==> config.mk <==
export PLATFORM = sky130hd
export DESIGN_NAME = phy_cfg_regbank
export DESIGN_NICKNAME = d
export VERILOG_FILES = /design/src/rtl/phy_cfg_pkg.sv /design/src/rtl/cfg_mask_reg.sv /design/src/rtl/cfg_addr_dec.sv /design/src/rtl/cfg_rd_mux.sv /design/src/rtl/phy_cfg_regbank.sv
export SDC_FILE = /design/constraint.sdc
export NUM_CORES = 1
export LEC_CHECK = 0
export ABC_AREA = 1
export BUFFER_PORTS_ARGS = -buffer_cell sky130_fd_sc_hd__buf_2
export CAP_MARGIN = 5
export CORE_MARGIN = 2
export CORE_UTILIZATION = 30
export CTS_CLUSTER_DIAMETER = 120
export DETAILED_ROUTE_END_ITERATION = 8
export PLACE_DENSITY_LB_ADDON = 0.15
export SETUP_SLACK_MARGIN = 0.4
export SYNTH_ARGS = -nofsm -noshare
export SYNTH_HDL_FRONTEND = slang
export SYNTH_SLANG_ARGS = --single-unit
==> constraint.sdc <==
create_clock -name clk -period 2.7 [get_ports clk]
set_input_delay 0.405 -clock clk [delete_from_list [all_inputs] [get_ports clk]]
set_output_delay 0.405 -clock clk [all_outputs]
set_load 0.03 [all_outputs]
==> src/rtl/phy_cfg_pkg.sv <==
package phy_cfg_pkg;
  localparam int BUS_W     = 32;
  localparam int HALF_W    = BUS_W / 2;
  localparam int NUM_CTRL  = 7;
  localparam int STS_INDEX = 8;

  // field positions in control word 0 (clocking)
  localparam int FREQ_LSB  = 12;
  localparam int FREQ_W    = 2;
  localparam int OTEN_BIT  = 11;
  localparam int OTSEL_LSB = 7;
  localparam int OTSEL_W   = 4;

  // field positions in control word 6 (power)
  localparam int PWR_BIT   = 0;
  localparam int DLLEN_BIT = 1;
  localparam int IMP_LSB   = 4;
  localparam int IMP_W     = 3;

  // status word bit positions
  localparam int CAL_BIT   = 6;
  localparam int DLLRDY_BIT = 5;

  typedef logic [HALF_W-1:0] half_t;
endpackage

==> src/rtl/cfg_mask_reg.sv <==
module cfg_mask_reg #(
  parameter int W = 16
) (
  input  logic         clk,
  input  logic         rst,
  input  logic         wr_en,
  input  logic [W-1:0] wr_data,
  input  logic [W-1:0] wr_mask,
  output logic [W-1:0] q
);
  always_ff @(posedge clk) begin
    if (rst) q <= '0;
    else if (wr_en) q <= (q & ~wr_mask) | (wr_data & wr_mask);
  end

  AST_RESET_CLEAR: assert property (@(posedge clk) rst |=> q == '0);
  AST_MASK_KEEP: assert property (@(posedge clk) disable iff (rst)
    wr_en |=> ((q & ~$past(wr_mask)) == ($past(q) & ~$past(wr_mask))));
  AST_MASK_LOAD: assert property (@(posedge clk) disable iff (rst)
    wr_en |=> ((q & $past(wr_mask)) == ($past(wr_data) & $past(wr_mask))));
  AST_IDLE_STABLE: assert property (@(posedge clk) disable iff (rst)
    !wr_en |=> $stable(q));
endmodule

==> src/rtl/cfg_addr_dec.sv <==
module cfg_addr_dec #(
  parameter int ADDR_W   = 6,
  parameter int NUM_CTRL = 7,
  parameter int STS_IDX  = 8
) (
  input  logic [ADDR_W-1:0]   addr,
  output logic [NUM_CTRL-1:0] ctrl_hit,
  output logic                sts_hit
);
  localparam int IDX_W = ADDR_W - 2;
  logic [IDX_W-1:0] word_idx;
  logic             aligned;

  assign word_idx = addr[ADDR_W-1:2];
  assign aligned  = (addr[1:0] == 2'b00);
  assign sts_hit  = aligned && (word_idx == IDX_W'(STS_IDX));

  for (genvar i = 0; i < NUM_CTRL; i++) begin : g_hit
    assign ctrl_hit[i] = aligned && (word_idx == IDX_W'(i));
  end

  always_comb begin
    AST_DEC_ONEHOT: assert ($onehot0({ctrl_hit, sts_hit}));
  end
endmodule

==> src/rtl/cfg_rd_mux.sv <==
module cfg_rd_mux #(
  parameter int NUM_CTRL = 7,
  parameter int HALF_W   = 16
) (
  input  logic                               clk,
  input  logic                               rst,
  input  logic                               re,
  input  logic [NUM_CTRL-1:0]                ctrl_hit,
  input  logic                               sts_hit,
  input  logic [NUM_CTRL-1:0][HALF_W-1:0]    ctrl_q,
  input  logic [2*HALF_W-1:0]                sts_word,
  output logic [2*HALF_W-1:0]                rdata
);
  logic [HALF_W-1:0]   ctrl_sel;
  logic [2*HALF_W-1:0] next_word;

  always_comb begin
    ctrl_sel = '0;
    for (int i = 0; i < NUM_CTRL; i++) begin
      if (ctrl_hit[i]) ctrl_sel = ctrl_sel | ctrl_q[i];
    end
    next_word = {{HALF_W{1'b0}}, ctrl_sel} | (sts_hit ? sts_word : '0);
  end

  always_ff @(posedge clk) begin
    if (rst) rdata <= '0;
    else if (re) rdata <= next_word;
  end

  AST_RDATA_HOLD: assert property (@(posedge clk) disable iff (rst)
    !re |=> $stable(rdata));
  AST_CTRL_UPPER_ZERO: assert property (@(posedge clk) disable iff (rst)
    (re && (ctrl_hit != '0)) |=> rdata[2*HALF_W-1:HALF_W] == '0);
  AST_UNMAPPED_ZERO: assert property (@(posedge clk) disable iff (rst)
    (re && (ctrl_hit == '0) && !sts_hit) |=> rdata == '0);
endmodule

==> src/rtl/phy_cfg_regbank.sv <==
module phy_cfg_regbank
  import phy_cfg_pkg::*;
#(
  parameter int ADDR_W = 6
) (
  input  logic                       clk,
  input  logic                       rst,
  input  logic [ADDR_W-1:0]          bus_addr,
  input  logic [BUS_W-1:0]           bus_wdata,
  input  logic                       bus_we,
  input  logic                       bus_re,
  output logic [BUS_W-1:0]           bus_rdata,
  input  logic                       cal_done_i,
  input  logic                       dll_ready_i,
  output logic                       pwr_up_o,
  output logic                       dll_en_o,
  output logic [FREQ_W-1:0]          dll_freq_sel_o,
  output logic [IMP_W-1:0]           drv_imp_sel_o,
  output logic                       otap_en_o,
  output logic [OTSEL_W-1:0]         otap_sel_o,
  output logic [NUM_CTRL*HALF_W-1:0] ctrl_all_o
);
  localparam int CLK_REG = 0;
  localparam int PWR_REG = NUM_CTRL - 1;

  logic [NUM_CTRL-1:0]              ctrl_hit;
  logic                             sts_hit;
  logic [NUM_CTRL-1:0][HALF_W-1:0]  ctrl_q;
  logic                             cal_q, dllrdy_q;
  logic [BUS_W-1:0]                 sts_word;

  cfg_addr_dec #(
    .ADDR_W  (ADDR_W),
    .NUM_CTRL(NUM_CTRL),
    .STS_IDX (STS_INDEX)
  ) u_dec (
    .addr    (bus_addr),
    .ctrl_hit(ctrl_hit),
    .sts_hit (sts_hit)
  );

  for (genvar i = 0; i < NUM_CTRL; i++) begin : g_ctrl
    cfg_mask_reg #(.W(HALF_W)) u_reg (
      .clk    (clk),
      .rst    (rst),
      .wr_en  (bus_we && ctrl_hit[i]),
      .wr_data(bus_wdata[HALF_W-1:0]),
      .wr_mask(bus_wdata[BUS_W-1:HALF_W]),
      .q      (ctrl_q[i])
    );
    assign ctrl_all_o[i*HALF_W +: HALF_W] = ctrl_q[i];
  end

  // status flags captured once so reads see a clean level
  always_ff @(posedge clk) begin
    if (rst) begin
      cal_q    <= 1'b0;
      dllrdy_q <= 1'b0;
    end else begin
      cal_q    <= cal_done_i;
      dllrdy_q <= dll_ready_i;
    end
  end

  always_comb begin
    sts_word             = '0;
    sts_word[CAL_BIT]    = cal_q;
    sts_word[DLLRDY_BIT] = dllrdy_q;
  end

  cfg_rd_mux #(
    .NUM_CTRL(NUM_CTRL),
    .HALF_W  (HALF_W)
  ) u_rd (
    .clk     (clk),
    .rst     (rst),
    .re      (bus_re),
    .ctrl_hit(ctrl_hit),
    .sts_hit (sts_hit),
    .ctrl_q  (ctrl_q),
    .sts_word(sts_word),
    .rdata   (bus_rdata)
  );

  assign dll_freq_sel_o = ctrl_q[CLK_REG][FREQ_LSB +: FREQ_W];
  assign otap_en_o      = ctrl_q[CLK_REG][OTEN_BIT];
  assign otap_sel_o     = ctrl_q[CLK_REG][OTSEL_LSB +: OTSEL_W];
  assign pwr_up_o       = ctrl_q[PWR_REG][PWR_BIT];
  assign dll_en_o       = ctrl_q[PWR_REG][DLLEN_BIT];
  assign drv_imp_sel_o  = ctrl_q[PWR_REG][IMP_LSB +: IMP_W];

  AST_IGNORED_WRITE: assert property (@(posedge clk) disable iff (rst)
    (bus_we && (ctrl_hit == '0)) |=> $stable(ctrl_all_o));
  AST_STATUS_SHAPE: assert property (@(posedge clk) disable iff (rst)
    (bus_re && sts_hit) |=> (bus_rdata[BUS_W-1:CAL_BIT+1] == '0
                            && bus_rdata[DLLRDY_BIT-1:0] == '0));
  AST_STATUS_VALUE: assert property (@(posedge clk) disable iff (rst)
    (bus_re && sts_hit) |=> bus_rdata[CAL_BIT] == $past(cal_q));
  AST_PWR_FIELD: assert property (@(posedge clk) disable iff (rst)
    (bus_we && ctrl_hit[PWR_REG] && bus_wdata[HALF_W+PWR_BIT])
      |=> pwr_up_o == $past(bus_wdata[PWR_BIT]));
endmodule

==> impl_metrics.toml, run 1 <==
[outcome]
status = "finished clean"

[layout]
n_antenna_cell = 0
utilization = 0.385
area_growth_pct = 25.7
nets = 1097
drive_above_1_share = 0.245

[placed_design]
port_buffers = 183
detailed_place_hpwl_um = 16300
globalplace.congestion = 0.838

[critical_path]
critPathKind = "input port to flip-flop"
path_max_fanout = 21
worstSetupEndpointType = "flip-flop"
cp-start-kind = "input port"
critPathRequiredTime_ns = 3.04
worstPathArrival_ns = 2.08

[route]
drcViolationCount = 0
via_per_inst = 5.00
finalWirelength_um = 25200
first_pass_iters = 5
drt_iter0_drc = 575
ant_nets = 0
wire_per_inst_um = 18.9
vias = 6672

[global_route]
grt_overflow = 0
grt_start_max_net_pins = 97
antenna_found_initial = 0
grt_pass1_wl_um = 37300
grt_pass1_vias = 6001
grt_use_total = 0.228

[yosys]
async_flop_share = 0
yosysSeqAreaShare = 0.420
synth_area_um2 = 6200
yosys.area.top_type = "dfxtp_1"
synth_area_per_cell_um2 = 6.89
ys.flop_type = "dfxtp_1"
ys_types = 20
synth.area.top_cells = "dfxtp_1 (42%), nand2_1 (11%), nand3_1 (9.0%), o21ai_0 (8.9%), a21oi_1 (8.7%)"
yosys_warnings = 0
synth_top_area_share = 0.420
netlist_instances = 900
ys_ff_latch = 130
yosys-top-cells-count = "nand2_1 (187), dfxtp_1 (130), nand3_1 (111), o21ai_0 (110), a21oi_1 (108)"
synth-edff-count = 0
synth_most_common_cell = "nand2_1"

[timing]
maxSlewHeadroom = 0.214
setup_tns_ns = 0
finalCritPeriodShare = 0.644
finClkSkew_ns = 0.00606
tightest_slew_ns = 1.18
setup_viol = 0
hold_violations = 0
fin_crit_ns = 1.74
rsz0062_at_grt = "false"
max_freq_ghz = 0.575
drv_slew = 0

[cts]
clkLatencyLatePin_ns = 0.43
root_buffer = "clkbuf_16"
cts_setup_buffers = 0
cts_resized = 0
cts_hold_buffers = 0
cts_sinks = 130
cts_made_buffers = 17
cts_tree = "done"
clockBufferDepth = 2
htree_num_levels = 4
clkTransAtPathRegs_ns = 0.06

[floorplanning]
fp.dieW_um = 148
die_y_um = 148
initial_core_util = 0.306
coreArea_um2 = 20200
fp-row-count = 52
die_area_um2 = 21800
ioPinCount = 200

[min_path]
hold_class = "input port to flip-flop"

[power_and_ir_drop]
cellPowerDensity_nw_per_um2 = 592
power.leakage_nw = 3.58
vdd_drop_max_uv = 437

[flow_run]
cap_violations = 0
critical path: stages:
cell and delay [ns]:
buf_2 0.11, nor2_2 0.14, buf_4 0.20, nand2_4 0.09, nor2_4 0.11, nand2_2 0.32, inv_2 0.41, nand3_1 0.12
a21oi_1 0.17
cell usage in the layout, fill, tap and decap left out, drive strengths merged:
| master | netlist | final |
|---|---|---|
| nor3 | 21 | 21 |
| nand2 | 195 | 195 |
| clkbuf | 35 | 25 |
| nor2 | 94 | 94 |
| conb | 1 | 16 |
| bufinv | 0 | 2 |
| dfxtp | 130 | 130 |
| inv | 38 | 38 |
| buf | 49 | 203 |
| o21ai | 110 | 110 |
| clkinv | 0 | 3 |
| nand3 | 112 | 112 |
| nand4 | 7 | 7 |
| a21oi | 108 | 108 |
routing by layer:
layer  routed length (um)  global-route usage  vias up
met3                 1690              0.0512       23
met4                  365              0.0611        0
met2                11700               0.360      278
met1                11500               0.313     3095
met5                    0                   0        -
li1                     -                   -     3276
power breakdown:
group	internal (mW)	switching, mW
combinational	0.0712	0.268
sequential	1.94	0.0103
clock	1.47	0.856
total	3.48	1.13
worst paths after layout:
path | startpoint | endpoint | slack (ns) | cells past startpoint
hold / removal | cal_done_i | cal_q | 0.18 | 3
setup / recovery | bus_addr[1] | flip-flop | 0.96 | 9
setup reg to reg | flip-flop | u_rd.rdata[5] | 1.73 | 6
hold reg to reg | flip-flop | flip-flop | 0.47 | 2
stage by stage:
step	instance area (um^2)	instances	hold slack, ns	total power, mW	worst slack, ns
4_1_cts	7790	1334	0.174	4.64	0.999
6_report	7790	1334	0.180	4.61	0.962
3_5_place_dp	7210	1304	0.469	2.32	0.561
5_1_grt	7790	1334	0.198	4.76	0.863
2_1_floorplan	6250	915	0.512	2.20	1.16
3_3_place_gp	7210	1304	0.470	2.33	0.568
kinds of logic (layout without fill, tap and decap cells):
| kind of cell | count (synthesis) | in the layout | synth area share |
|---|---|---|---|
| compound gates | 218 | 218 | 0.176 |
| simple gates | 429 | 429 | 0.306 |
| buf+inv | 122 | 271 | 0.0977 |
| flops | 130 | 130 | 0.420 |
| other cells | 1 | 16 | 0.000605 |
final cells by class:
| class | count | area (um^2) |
|---|---|---|
| clock inverter | 5 | 75.1 |
| fill | 2160 | 12400 |
| sequential | 130 | 2600 |
| inverter | 38 | 143 |
| tap | 270 | 338 |
| clock buffer | 25 | 505 |
| timing repair buffer | 203 | 1080 |
| multi-input combinational | 663 | 3050 |
Note: power is estimated with default switching activity, not from simulation.
==> inputs of run 2 (changes only) <==
Settings changed: ABC_AREA 1 to 0.
Clock period 2.7 ns to 1.6 ns, I/O delays scaled along.
==> run 2 against run 1 <==
Compared with the run above:
- utilization increased by 9.7 points
- sequential share of layout area down 6.8 points
- cell count decreased by 10%
- critical path depth decreased by 3
- sequential power up 67%
- clock skew rose by 0.0022 ns
- die area grew 8.6%
- total power grew 78%
==> impl_metrics.toml, run 2 <==
[yosys]
netlist_instances = 704
synthAdderAreaFrac = 0
yosys-top-cells-count = "dfxtp_1 (130), nor2_1 (115), mux2i_1 (100), nor3_2 (74), nand2_1 (45)"
ys_ff_latch = 130
yosys_warnings = 0
synth_area_per_cell_um2 = 9.58
ys.flop_type = "dfxtp_1"
synth_most_common_cell = "dfxtp_1"
synth_xor_area_frac = 0
synth_top_family_by_area = "simple AND/OR/NAND/NOR gates"
yosysSeqAreaShare = 0.386
synth-edff-count = 0
yosys.area.top_type = "dfxtp_1"
synth_top_area_share = 0.386
synth-simple-area-share = 0.254
synth_area_um2 = 6740
ys_types = 33
async_flop_share = 0
synthMuxAreaShare = 0.195
synth.area.top_cells = "dfxtp_1 (39%), mux2i_1 (15%), nor3_2 (11%), nor2_1 (6.4%), mux4_2 (4.7%)"
synth-compound-area-share = 0.0850

[placed_design]
placed_cells = 1151
detailed_place_hpwl_um = 16000
globalplace.congestion = 0.801
place_ws_ns = -0.225
port_buffers = 183

[timing]
setup_viol = 0
fin_crit_ns = 1.46
setup_tns_ns = 0
rsz0062_at_grt = "true"
hold_violations = 0
max_freq_ghz = 0.686
finalCritPeriodShare = 0.911
setup_ws_ns = 0.142
holdWs_ns = 0.0354
drv_slew = 0
finClkSkew_ns = 0.00821

[floorplanning]
ioPinCount = 200
fp-row-count = 54
fp.dieW_um = 154
die_area_um2 = 23700
initial_core_util = 0.307
die_y_um = 154
coreArea_um2 = 22000

[cts]
htree_num_levels = 4
cts_sinks = 130
clkLatencyLatePin_ns = 0.42
cts_tree = "done"
clkTransAtPathRegs_ns = 0.05
clockBufferDepth = 2
root_buffer = "clkbuf_16"
cts_made_buffers = 17
cts_hold_buffers = 0

[global_route]
top_usage_layer = "met2"
grt_use_total = 0.197
grt_overflow = 0
antenna_found_initial = 0
grt_pass1_vias = 5946
grt_start_max_net_pins = 37
grt_pass1_wl_um = 35700
use_met1 = 0.253
grt_use_met3 = 0.0420
grt_use_met2 = 0.335

[power_and_ir_drop]
power_mw = 8.19
pwr-share-comb = 0.119
swShare = 0.262
p_clk_frac = 0.483
p_switching_mw = 2.14
vdd_drop_max_uv = 600
cellPowerDensity_nw_per_um2 = 773
power.internal_mw = 6.04
power.leakage_nw = 4.07
p_seq_frac = 0.397

[route]
vias = 5986
wire_per_inst_um = 20.2
drt_iter0_drc = 298
via_per_inst = 5.01
first_pass_iters = 5
drcViolationCount = 0
ant_nets = 0
finalWirelength_um = 24100

[critical_path]
reg2reg_to = "u_rd.rdata[5]"
critPathKind = "input port to flip-flop"
critPathRequiredTime_ns = 1.92
path_max_fanout = 7
worstRegToRegCells = 4
worstSetupEndpointType = "flip-flop"
worstPathArrival_ns = 1.78
ff2ff_setup_slack_ns = 0.40
cp-start-kind = "input port"

[layout]
final_common_cell = "buf_6"
fillCellCount = 2043
multiInputGateArea_um2 = 4210
nets = 945
final_cell_mix = "buf_6 (144), nor2_1 (115), mux2i_1 (100), dfxtp_2 (100), nor3_4 (50)"
area_growth_pct = 57.0
regArea_um2 = 2820
drive_above_1_share = 0.593
final-instance-count-excl-fill = 1194
n_antenna_cell = 0

[min_path]
whs_endpoint = "cal_q"
whs_path_depth = 2
hold_start = "cal_done_i"
hold_class = "input port to flip-flop"

[flow_run]
cap_violations = 0

[outcome]
status = "finished clean"
[run 2: cells by family after synthesis]
family / Yosys count
mux: 114
simple gates: 292
compound gates: 82
other cells: 1
flops: 130
buf+inv: 85
[run 2: worst max-delay path by stage]
stage                            from        endpoint  slack (ns)
after floorplan           bus_addr[5]       flip-flop       -0.03
after global placement    bus_addr[0]       flip-flop       -0.21
after detailed placement  bus_addr[0]  u_rd.rdata[10]       -0.23
after CTS                 bus_addr[4]       flip-flop        0.24
after global routing      bus_addr[1]   u_rd.rdata[1]        0.15
final                     bus_addr[1]   u_rd.rdata[1]        0.14
[run 2: metrics by stage]
stage | cell area (um^2) | utilization
after global routing | 10600 | 0.482
final | 10600 | 0.482
after CTS | 10200 | 0.464
after detailed placement | 8580 | 0.391
after global placement | 8580 | 0.391
after floorplan | 7290 | -
[run 2: layout make-up]
cell class / instances / share of cell area
multi-input combinational: 505 / 0.397
sequential: 130 / 0.266
timing repair buffer: 247 / 0.247
clock buffer: 23 / 0.0470
tap: 280 / 0.0331
clock inverter: 9 / 0.00969
[run 2: worst max-delay path, cell delays in order]
cell       delay (ns)
buf_6            0.10
or4b_4           0.65
buf_6            0.18
clkbuf_16        0.17
o21a_1           0.19
a311oi_2         0.25
[run 2: what timing repair did]
action | CTS | global route
pin swaps | 11 | 18
buffers inserted | 1 | 4
endpoints found under the setup margin | 268 | 207
cloned | 1 | 5
gates resized for setup | 368 | 96
[run 2: power groups by stage]
| stage | combinational (mW) | clock, mW | sequential, mW |
|---|---|---|---|
| after floorplan | 0.514 | 0 | 3.40 |
| after global placement | 0.907 | 0 | 3.36 |
| final | 0.976 | 3.96 | 3.25 |
| after global routing | 1.03 | 4.23 | 3.26 |
| after detailed placement | 0.909 | 0 | 3.36 |
| after CTS | 0.944 | 4.06 | 3.28 |
[run 2: routing by layer]
layer,part of all wire,vias to the layer above
li1,-,2881
met1,0.44,2928
met2,0.51,165
met3,0.044,12
met4,0.010,0
met5,0,-
==> inputs of run 3 (changes only) <==
Settings changed: BUFFER_PORTS_ARGS -buffer_cell sky130_fd_sc_hd__buf_2 to -buffer_cell sky130_fd_sc_hd__buf_4, CORE_UTILIZATION 30 to 52.
==> run 3 against run 2 <==
Compared with the run above:
- die area fell by 41%
- utilization rose by 37 points
- global-route usage rose by 12 points
- final area rose by 1.3%
- count of clock-buffer cells in the layout fell by 2
- largest cell class unchanged
- sequential power barely moved
- first-iteration DRC count rose to 2.6 times the previous value
- combinational power rose by 8%
- worst hold slack improved by 0.012 ns
==> impl_metrics.toml, run 3 (synthesis results as in run 2) <==
[outcome]
status = "finished clean"

[floorplanning]
fp-row-count = 41
initial_core_util = 0.534
coreArea_um2 = 12600
die_area_um2 = 13900
die_y_um = 118
ioPinCount = 200
fp.dieW_um = 118

[timing]
fin_crit_ns = 1.52
tightest_slew_ns = 0.647
maxSlewHeadroom = 0.568
finalCritPeriodShare = 0.948
hold_violations = 0
setup_viol = 0
setup_tns_ns = 0
rsz0062_at_grt = "true"
finClkSkew_ns = 0.00689
max_freq_ghz = 0.659
drv_slew = 0

[min_path]
whs_endpoint = "cal_q"
hold_class = "input port to flip-flop"
hold_start = "cal_done_i"
whs_path_depth = 2

[layout]
regArea_um2 = 2760
n_antenna_cell = 0
final-instance-count-excl-fill = 1070
fillCellCount = 622
final_common_cell = "buf_6"
area_growth_pct = 58.9
design_area_um2 = 10700
final_cell_mix = "buf_6 (128), nor2_1 (115), mux2i_1 (100), nor3_4 (95), dfxtp_2 (95)"
multiInputGateArea_um2 = 4450
drive_above_1_share = 0.557
nets = 930
utilization = 0.849

[placed_design]
port_buffers = 183
dpl_cell_area_um2 = 8650
placed_cells = 1019
detailed_place_hpwl_um = 14200
globalplace.congestion = 0.877

[critical_path]
worst_path_dominant_cell_family = "simple AND/OR/NAND/NOR gates"
worstRegToRegCells = 4
critPathKind = "input port to flip-flop"
worstSetupEndpointType = "flip-flop"
ff2ff_setup_slack_ns = 0.38
cp-start-kind = "input port"
critPathSlowestCell = "or4_4"
max_stage_delay_ns = 0.58
reg2reg_to = "u_rd.rdata[6]"
worstPathArrival_ns = 1.82
critPathBufInv = 3
critPathRequiredTime_ns = 1.90
crit_chain = "buf_8, or4_4, buf_12, buf_16, nor3_4, mux2i_1, nor2_1"
path_max_fanout = 8

[route]
finalWirelength_um = 25400
wire_per_inst_um = 23.7
first_pass_iters = 7
ant_nets = 0
drcViolationCount = 0
drt_iter0_drc = 786
vias = 6761
via_per_inst = 6.32

[cts]
clkLatencyLatePin_ns = 0.43
cts_tree = "done"
clkTransAtPathRegs_ns = 0.05
cts_made_buffers = 17
root_buffer = "clkbuf_16"
clockBufferDepth = 2
cts_sinks = 130
htree_num_levels = 4

[global_route]
grt_overflow = 0
grt_pass1_wl_um = 34500
grt_pass1_vias = 6218
grt_use_total = 0.315
grt_start_max_net_pins = 75
antenna_found_initial = 0

[power_and_ir_drop]
pwr-share-comb = 0.123
swShare = 0.258
power.leakage_nw = 4.47
p_seq_frac = 0.384
p_switching_mw = 2.20
power.internal_mw = 6.34
p_clk_frac = 0.493
vdd_drop_max_uv = 642
cellPowerDensity_nw_per_um2 = 797

[flow_run]
cap_violations = 0
[run 3: cell count changes in the layout (fill, tap and decap cells not counted), sizes merged]
| cell | change |
|---|---|
| clkinv | -1 |
| buf | -18 |
| nand2b | -1 |
| clkbuf | +2 |
| bufinv | +3 |
| clkinvlp | -1 |
[run 3: how the worst max path moves through the flow]
stage	from	endpoint	depth (start not counted)
after detailed placement	bus_addr[0]	flip-flop	6
after floorplan	bus_addr[5]	flip-flop	7
after CTS	bus_addr[5]	flip-flop	7
after global placement	bus_addr[0]	flip-flop	6
final	bus_addr[5]	flip-flop	7
after global routing	bus_addr[5]	flip-flop	7
[run 3: timing repair]
item                                    CTS  global route
hold buffers                              0             0
endpoints found under the setup margin  222           198
resized for setup                       191           137
setup buffers                             4             3
pin swaps                                14            46
gates cloned                              3            10
[run 3: through the flow]
step | hold slack, ns | total power, mW | worst slack (ns)
2_1_floorplan | 0.368 | 3.92 | -0.0269
3_3_place_gp | 0.453 | 4.20 | -0.193
3_5_place_dp | 0.455 | 4.21 | -0.258
4_1_cts | 0.0203 | 8.39 | 0.207
5_1_grt | 0.0690 | 8.70 | 0.0797
6_report | 0.0474 | 8.54 | 0.0836
[run 3: power by group through the flow]
stage | Combinational [mW] | Clock [mW] | Sequential, mW
floorplan | 0.514 | 0 | 3.40
global placement | 0.841 | 0 | 3.35
detailed placement | 0.855 | 0 | 3.36
CTS | 0.922 | 4.18 | 3.28
global route | 1.08 | 4.34 | 3.28
finish | 1.05 | 4.21 | 3.28
[run 3: area by class of cell]
type,instances,share of cell area
multi-input combinational,504,0.416
clock buffer,21,0.0411
sequential,130,0.257
clock inverter,10,0.0172
tap,172,0.0201
timing repair buffer,233,0.249
[run 3: metal layers]
metal / GRT usage / part of all wire
met1: 0.417 / 0.37
met4: 0.138 / 0.047
met5: 0 / 0
met2: 0.506 / 0.49
met3: 0.0577 / 0.10
